[config.mk]
export PLATFORM = sky130hd
export DESIGN_NAME = adc_capture
export DESIGN_NICKNAME = d
export VERILOG_FILES = /design/src/rtl/adc_cap_pkg.sv /design/src/rtl/adc_cap_ctrl.sv /design/src/rtl/adc_cap_dp.sv /design/src/rtl/adc_capture.sv
export SDC_FILE = /design/constraint.sdc
export NUM_CORES = 1
export LEC_CHECK = 0
export BUFFER_PORTS_ARGS = -buffer_cell sky130_fd_sc_hd__buf_2
export CAP_MARGIN = 20
export CORE_MARGIN = 2
export CORE_UTILIZATION = 45
export CTS_BUF_LIST = sky130_fd_sc_hd__clkbuf_8
export DETAILED_ROUTE_END_ITERATION = 8
export HOLD_SLACK_MARGIN = 0.15
export PLACE_DENSITY = 0.68
export SLEW_MARGIN = 20
export SYNTH_ARGS = -nofsm -noshare
export SYNTH_HDL_FRONTEND = slang
export SYNTH_SLANG_ARGS = --single-unit
export TNS_END_PERCENT = 1
[constraint.sdc]
create_clock -name clk -period 6.1 [get_ports clk]
set_input_delay 1.22 -clock clk [delete_from_list [all_inputs] [get_ports clk]]
set_output_delay 1.22 -clock clk [all_outputs]
set_load 0.005 [all_outputs]
[src/rtl/adc_cap_pkg.sv]
package adc_cap_pkg;
  localparam int FRAME_SCK = 16;
  localparam int LEAD_BITS = 2;

  typedef struct packed {
    logic sampleBit;  // rising serial-clock edge inside a frame
    logic frameDone;  // last serial-clock period of a frame ends
  } capStrobe_t;
endpackage

[src/rtl/adc_cap_ctrl.sv]
module adc_cap_ctrl
  import adc_cap_pkg::*;
#(
  parameter int CFG_W = 8
) (
  input  logic             clk,
  input  logic             rstN,
  input  logic [CFG_W-1:0] divCfg,
  input  logic [CFG_W-1:0] idleCfg,
  output logic             csN,
  output logic             sck,
  output capStrobe_t       strobe
);
  localparam logic [CFG_W-1:0] MIN_DIV  = CFG_W'(2);
  localparam logic [CFG_W-1:0] LAST_BIT = CFG_W'(FRAME_SCK - 1);

  logic [CFG_W-1:0] divCnt, bitCnt, divEff, halfDiv, idleEff;
  logic             active, sckQ, periodEnd;

  always_comb begin
    divEff    = (divCfg < MIN_DIV) ? MIN_DIV : divCfg;
    halfDiv   = divEff >> 1;
    idleEff   = (idleCfg == '0) ? CFG_W'(1) : idleCfg;
    periodEnd = (divCnt >= divEff - CFG_W'(1));
    strobe.sampleBit = active && (divCnt == halfDiv - CFG_W'(1));
    strobe.frameDone = active && periodEnd && (bitCnt == LAST_BIT);
  end

  always_ff @(posedge clk or negedge rstN) begin
    if (!rstN) begin
      divCnt <= '0;
      bitCnt <= '0;
      active <= 1'b0;
      sckQ   <= 1'b0;
    end else begin
      divCnt <= periodEnd ? '0 : divCnt + CFG_W'(1);
      if (!active || periodEnd) sckQ <= 1'b0;
      else if (strobe.sampleBit) sckQ <= 1'b1;
      if (periodEnd) begin
        if (active) begin
          if (bitCnt == LAST_BIT) begin
            active <= 1'b0;
            bitCnt <= '0;
          end else begin
            bitCnt <= bitCnt + CFG_W'(1);
          end
        end else if (bitCnt >= idleEff - CFG_W'(1)) begin
          active <= 1'b1;
          bitCnt <= '0;
        end else begin
          bitCnt <= bitCnt + CFG_W'(1);
        end
      end
    end
  end

  assign csN = !active;
  assign sck = sckQ;
endmodule

[src/rtl/adc_cap_dp.sv]
module adc_cap_dp
  import adc_cap_pkg::*;
#(
  parameter int DATA_W = 14
) (
  input  logic              clk,
  input  logic              rstN,
  input  capStrobe_t        strobe,
  input  logic              testMode,
  input  logic              dataI,
  input  logic              dataQ,
  output logic              valid,
  output logic              isTest,
  output logic [DATA_W-1:0] wordI,
  output logic [DATA_W-1:0] wordQ
);
  logic [DATA_W-1:0] shiftI, shiftQ, cntUp, cntDown;

  always_ff @(posedge clk or negedge rstN) begin
    if (!rstN) begin
      shiftI  <= '0;
      shiftQ  <= '0;
      cntUp   <= '0;
      cntDown <= '1;
      valid   <= 1'b0;
      isTest  <= 1'b0;
      wordI   <= '0;
      wordQ   <= '0;
    end else begin
      if (strobe.sampleBit) begin
        shiftI <= {shiftI[DATA_W-2:0], dataI};
        shiftQ <= {shiftQ[DATA_W-2:0], dataQ};
      end
      valid <= strobe.frameDone;
      if (strobe.frameDone) begin
        isTest <= testMode;
        if (testMode) begin
          wordI   <= cntUp;
          wordQ   <= cntDown;
          cntUp   <= cntUp + DATA_W'(1);
          cntDown <= cntDown - DATA_W'(1);
        end else begin
          wordI <= shiftI;
          wordQ <= shiftQ;
        end
      end
    end
  end
endmodule

[src/rtl/adc_capture.sv]
module adc_capture
  import adc_cap_pkg::*;
#(
  parameter int DATA_W = 14,
  parameter int CFG_W  = 8
) (
  input  logic              clk,
  input  logic              rstN,
  input  logic [2*CFG_W-1:0] timingCfg,
  input  logic              testMode,
  output logic              adcCsN,
  output logic              adcSck,
  input  logic              adcDataI,
  input  logic              adcDataQ,
  output logic              sampleValid,
  output logic [DATA_W-1:0] sampleI,
  output logic [DATA_W-1:0] sampleQ
);
  capStrobe_t strobe;
  logic       sampleIsTest;

  adc_cap_ctrl #(.CFG_W(CFG_W)) u_ctrl (
    .clk     (clk),
    .rstN    (rstN),
    .divCfg  (timingCfg[CFG_W-1:0]),
    .idleCfg (timingCfg[2*CFG_W-1:CFG_W]),
    .csN     (adcCsN),
    .sck     (adcSck),
    .strobe  (strobe)
  );

  adc_cap_dp #(.DATA_W(DATA_W)) u_dp (
    .clk      (clk),
    .rstN     (rstN),
    .strobe   (strobe),
    .testMode (testMode),
    .dataI    (adcDataI),
    .dataQ    (adcDataQ),
    .valid    (sampleValid),
    .isTest   (sampleIsTest),
    .wordI    (sampleI),
    .wordQ    (sampleQ)
  );
endmodule

After elaboration in Yosys (flattened, before gate mapping)
Index checks and enable logic that the tools add are counted.
{"block": "totals", "regBits": 103, "input_bits": 21, "mem_count": 0, "out_inout_bits": 31, "ramBits": 0, "latch_bits": 0, "mem_bits_ro": 0}
{"block": "op_classes", "div_mod_pow": 0, "n_lt_le_gt_ge": 3, "add_sub_neg": 7, "n_eq_ne": 2, "reduce_logical": 8, "mul": 0, "muxes": 13, "n_shift": 0, "bitwise_logic": 0}
{"operator": "$mux W8", "n": 6}
{"operator": "$mux W14", "n": 2}
{"operator": "$add A8 B1 Y8 const B", "n": 2}
{"operator": "$ge A8 B8 Y1", "n": 2}
{"operator": "$sub A8 B1 Y8 const B", "n": 2}
{"operator": "$add A14 B1 Y14 const B", "n": 1}
{"operator": "$sub A14 B1 Y14 const B", "n": 1}
{"operator": "$eq A8 B4 Y1 const B", "n": 1}
{"operator": "$eq A8 B8 Y1", "n": 1}
{"operator": "$logic_not A8 Y1", "n": 1}
{"operator": "$lt A8 B2 Y1 const B", "n": 1}
{"operator": "$sub A7 B1 Y8 const B", "n": 1}
{"operator": "$mux W1", "n": 5}
{"operator": "$logic_and A1 B1 Y1", "n": 3}
{"operator": "$reduce_and A2 Y1", "n": 1}
{"operator": "$reduce_bool A2 Y1", "n": 1}
{"operator": "$logic_not A1 Y1", "n": 1}
{"operator": "$logic_or A1 B1 Y1", "n": 1}

Logic depth before layout (Yosys ltp)
{"block": "logic_depth", "ltp_word": 7, "depth_mapped": 16}

Hierarchy
Synthesis repeated with hierarchy kept, for this count alone.
{"block": "unflattened", "cells_unflattened": 498, "hier_area_um2": 5487.8}
{"mod": "adc_cap_dp", "area_each_um2": 3687.3, "n_inst": 1, "seq_area_each_um2": 2169.6, "cells_each": 292}
{"mod": "adc_cap_ctrl", "area_each_um2": 1800.5, "n_inst": 1, "seq_area_each_um2": 450.4, "cells_each": 206}

Worst setup path before layout
OpenSTA, ideal clock, no wires.
{"block": "synth_timing", "path_type": "input to register", "startpoint": "in timingCfg[4]", "endpoint": "reg u_dp.wordQ[10]", "setup_ns": 0.064, "slack_ns": 2.079, "required_ns": 6.036, "arrival_ns": 3.957, "path_stages": 16, "path_buffers": 3, "cell_sequence": "buf_4 > nor4_2 > a21oi_1 > ha_1 > nand3_1 > nand3_1 > xor2_1 > ha_1 > a21o_1 > a21oi_1 > a21bo_2 > a21o_1 > nand2_1 > buf_2 > buf_1 > a21o_1"}
{"block": "synth_via", "elab_chain_len": 6}
{"item": "start: declaration", "line_no": "adc_capture.sv:9", "rtl": "input logic [2*CFG_W-1:0] timingCfg,"}
{"item": "$lt A8 B2 Y1", "line_no": "adc_cap_ctrl.sv:21", "rtl": "divEff = (divCfg < MIN_DIV) ? MIN_DIV : divCfg;"}
{"item": "$mux W8 *", "line_no": "adc_cap_ctrl.sv:21"}
{"item": "$sub A8 B1 Y8 *", "line_no": "adc_cap_ctrl.sv:24", "rtl": "periodEnd = (divCnt >= divEff - CFG_W'(1));"}
{"item": "$ge A8 B8 Y1 *", "line_no": "adc_cap_ctrl.sv:24"}
{"item": "$logic_and A1 B1 Y1 * (2 in series)", "line_no": "adc_cap_ctrl.sv:26", "rtl": "strobe.frameDone = active && periodEnd && (bitCnt == LAST_BIT);"}
{"item": "end signal: assignment", "line_no": "adc_cap_dp.sv:39", "rtl": "wordQ <= cntDown;"}
{"item": "end signal: assignment", "line_no": "adc_cap_dp.sv:44", "rtl": "wordQ <= shiftQ;"}
{"item": "end: declaration", "line_no": "adc_cap_dp.sv:15", "rtl": "output logic [DATA_W-1:0] wordQ"}
Mark *: on every way between the ends. The rest lies on a longest branch, timed or not.
A chain may end at the register's enable or synchronous reset.

Worst setup path after layout
{"block": "layout_timing", "startpoint": "in timingCfg[6]", "endpoint": "reg u_dp.wordI[12]"}
{"block": "layout_via", "elab_chain_len": 6}
{"item": "$lt A8 B2 Y1", "line_no": "adc_cap_ctrl.sv:21"}
{"item": "$mux W8 *", "line_no": "adc_cap_ctrl.sv:21"}
{"item": "$sub A8 B1 Y8 *", "line_no": "adc_cap_ctrl.sv:24"}
{"item": "$ge A8 B8 Y1 *", "line_no": "adc_cap_ctrl.sv:24"}
{"item": "$logic_and A1 B1 Y1 * (2 in series)", "line_no": "adc_cap_ctrl.sv:26"}
{"item": "end signal: assignment", "line_no": "adc_cap_dp.sv:38", "rtl": "wordI <= cntUp;"}
{"item": "end signal: assignment", "line_no": "adc_cap_dp.sv:43", "rtl": "wordI <= shiftI;"}
{"item": "end: declaration", "line_no": "adc_cap_dp.sv:14", "rtl": "output logic [DATA_W-1:0] wordI,"}
Marked as above.

==> run summary <==
Setup path
* **nature of the critical path startpoint** primary input
* **family with the most delay on the worst path** compound AO/OA/AOI/OAI gates
* **critical path capture point type** flop
* **Data arrival, critical path** 4.58 ns
* **critical register-to-register path startpoint** u_ctrl.divCnt[0]
* **stage delay of the slowest cell on the critical path** 0.44 ns
* **number of buffer and inverter stages on the critical path** 2
* **critical path class** in -> reg
* **FF-to-FF End** u_dp.wordI[12]
* **Worst R2R Path Depth** 9
* **number of logic stages on the critical path including buffering** 15
* **Critical-path top delay cell** nand2_1
* **CP startpoint** timingCfg[6]
* **cell with the most instances on the worst path** a21o_1
* **Cell Chain, Critical Path** buf_2 -> nor4_2 -> a21oi_1 -> ha_1 -> nand3_1 -> nand3_1 -> xor2_1 -> ha_1 -> a21o_1 -> a21oi_1 -> a21bo_2 -> a21o_1 -> nand2_1 -> buf_8 -> a21o_1
* **flop2flop setup slack** 3.34 ns
* **Req. time, crit path** 6.36 ns
* **capture point of the worst path** u_dp.wordI[12]
* **crit path max fanout** 18

Place
* **area post-placement** 5830 um^2
* **DPL Wire Length** 7370 um
* **placer's final routability congestion estimate** 0.942
* **quantity of I/O buffers inserted on ports** 51

Final layout
* **most common cell after layout, fill and taps aside** dfrtp_1
* **number of antenna diodes** 0
* **Non-Filler Cell Area, Final** 6060 um^2
* **growth of design area from synthesis to finish** 11.4%
* **filler instances** 1,073
* **nets@finish** 595
* **fraction of final layout cells with drive strength greater than 1** 0.227
* **highest-count cells in the layout ignoring fill and taps** dfrtp_1, nor2_1, buf_2
* **utilization after layout** 0.509

Detailed routing
* **residual DRC count** 0
* **via count** 3,765
* **number of DRC violations after detailed-routing iteration 0** 171
* **average via count per standard cell** 5.36
* **DR WL/cell** 14.9 um
* **post-detailed-route count of antenna-violating nets** 0
* **number of search-and-repair iterations in the first detailed-routing pass** 4
* **total routed wirelength** 10,500 um

Global routing
* **pin count of the biggest net entering global routing** 60
* **initial antenna violation count** 0
* **Global Route Usage Sum** 0.170
* **number of global-route vias before repair** 3,718
* **global-route wire length before repair** 17,900 um
* **remaining global-route overflow** 0

STA
* **measured slew at the worst slew-check pin** 0.715 ns
* **unrepaired setup endpoints after global routing** no
* **Finish-stage setup viols** 0
* **final period demand of the worst path** 4.31 ns
* **maximum achievable frequency** 232 MHz
* **tightest slew margin relative to the limit** 0.523
* **max-slew violation count** 0
* **Tcrit/Tclk final** 0.707
* **final-report hold violation count** 0
* **setup total negative slack** 0 ns
* **final hold slack** 0.477 ns
* **Worst Clk Skew** 0.0168 ns

Die
* **total number of placement rows** 40
* **IO Pins** 52
* **Horiz. Die Dim** 114 um
* **core area** 11,900 um^2
* **starting density of the core** 0.457
* **die area** 13,000 um^2
* **chip height** 114 um

CTS
* **number of buffers on the longest clock path** 2
* **Clk Latency, worst-skew pair** 0.37 ns
* **number of buffers added by the clock tree synthesis step** 9
* **total clock sinks** 103
* **hold bufs inserted after CTS** 0
* **number of setup buffers added after CTS** 0
* **clock-pin transition on the worst setup and hold timing paths** 0.10 ns
* **clock tree from TritonCTS** done
* **Clock Tree Root** clkbuf_8
* **total number of H-tree levels** 3
* **total of cells resized after clock tree synthesis** 0

Synth
* **Unique masters post-synth** 49
* **register bit total from synthesis** 103
* **EDFF count, synth** 0
* **synth warn** 0
* **summed instance area of the synthesized netlist** 5440 um^2
* **predominant post-synthesis flop cell** dfrtp_1
* **total nets after synthesis** 545
* **sequential element share of the synthesized area** 0.477
* **instance count of the mapped netlist** 500
* **average size of a mapped cell** 10.9 um^2
* **fraction of registers with async set/reset** 1.00

Hold path
* **source of the worst hold timing path** u_dp.cntUp[13]
* **type of the tightest min-delay check** reg -> reg

Power and ir drop
* **worst IR drop on VDD** 0.119 mV
* **switching fraction of total power** 0.310
* **Lkg Pwr** 3.24 nW
* **cell internal power dissipation** 1.08 mW
* **register share of total power** 0.515
* **final total power** 1.57 mW
* **clock network fraction of design power** 0.286
* **switching pwr** 0.487 mW
* **combinational fraction of design power** 0.199
* **power density over the cells** 259 nW/um^2

Run status
* **run status** complete, no violations

Flow run
* **number of max-cap violations** 0

## state kept, by name, indices dropped and copies added (netlist names)
signal	flops
u_dp.wordQ	14
u_ctrl.bitCnt	8
u_ctrl.active	1
u_dp.shiftI	14
u_ctrl.divCnt	8
u_dp.cntUp	14
u_dp.valid	1
u_dp.shiftQ	14
u_dp.cntDown	14
u_dp.wordI	14
u_ctrl.sck	1
## power groups by stage
stage / combinational (mW) / sequential [mW] / clock, mW
after global routing: 0.359 / 0.819 / 0.491
after CTS: 0.315 / 0.808 / 0.461
after detailed placement: 0.312 / 0.822 / 0
after global placement: 0.300 / 0.821 / 0
final: 0.312 / 0.807 / 0.449
after floorplan: 0.241 / 0.794 / 0
## cells in the mapped netlist (2+ instances only)
master / n / area [um^2]
nor4_4: 2 / 42.5
mux2_4: 9 / 135
nand4b_1: 4 / 35.0
o211ai_1: 2 / 15.0
mux2_2: 20 / 225
nand2b_1: 2 / 12.5
o21ai_0: 12 / 60.1
buf_2: 5 / 25.0
inv_1: 14 / 52.6
o22ai_1: 3 / 18.8
nor3b_1: 2 / 15.0
nor4_2: 2 / 25.0
dfrtp_1: 89 / 2230
nand3_1: 25 / 125
a21o_1: 30 / 225
xor2_1: 28 / 245
or3_1: 2 / 12.5
ha_1: 24 / 300
nand2_1: 30 / 113
a21oi_1: 15 / 75.1
nor2_1: 51 / 191
mux2i_1: 28 / 280
and3_1: 8 / 50.1
nor3_1: 10 / 50.1
and2_1: 2 / 12.5
o2111a_1: 2 / 22.5
nand4_1: 10 / 62.6
nor4_1: 2 / 12.5
clkbuf_1: 10 / 37.5
a211oi_1: 2 / 15.0
dfstp_2: 14 / 368
xnor2_1: 22 / 193
buf_4: 3 / 22.5
## cells by family (layout without fill, tap and decap cells)
kind of cell	after synthesis	after routing	synth area share
AOI/OAI and AO/OA	73	73	0.0911
xor gates and xnor gates	50	50	0.0805
adders and majority gates	24	24	0.0552
buffers and inverters	34	89	0.0281
DFF	103	103	0.477
muxes	57	57	0.118
and+or+nand+nor	159	159	0.150
## routing by layer
metal,up-vias,wire length (um),track usage
met5,-,0,0
met4,0,150,0.0610
met3,14,334,0.0292
met2,53,4980,0.270
met1,1837,5000,0.235
li1,1861,-,-
## through the flow
| step | std cells | worst slack [ns] |
|---|---|---|
| global route | 702 | 1.56 |
| detailed placement | 685 | 1.15 |
| CTS | 701 | 1.55 |
| finish | 702 | 1.79 |
| global placement | 685 | 1.34 |
| floorplan | 500 | 2.08 |
## how the worst min path moves through the flow
stage | end | cells after the start
after floorplan | u_dp.cntUp[13] | 1
after global placement | u_dp.wordQ[3] | 1
after detailed placement | u_dp.cntUp[13] | 1
after CTS | u_dp.cntUp[13] | 1
after global routing | u_dp.wordQ[3] | 1
final | u_dp.cntUp[13] | 1
## area by class of cell
| type | instances | area [um^2] | share of cell area |
|---|---|---|---|
| Multi-Input combinational cell | 363 | 2690 | 0.444 |
| Sequential cell | 103 | 2590 | 0.428 |
| Timing Repair Buffer | 59 | 325 | 0.0537 |
| Tap cell | 147 | 184 | 0.0304 |
| Clock buffer | 10 | 138 | 0.0227 |
| Clock inverter | 6 | 72.6 | 0.0120 |
| Inverter | 14 | 52.6 | 0.00867 |
Note: power is estimated with default switching activity, not from simulation.
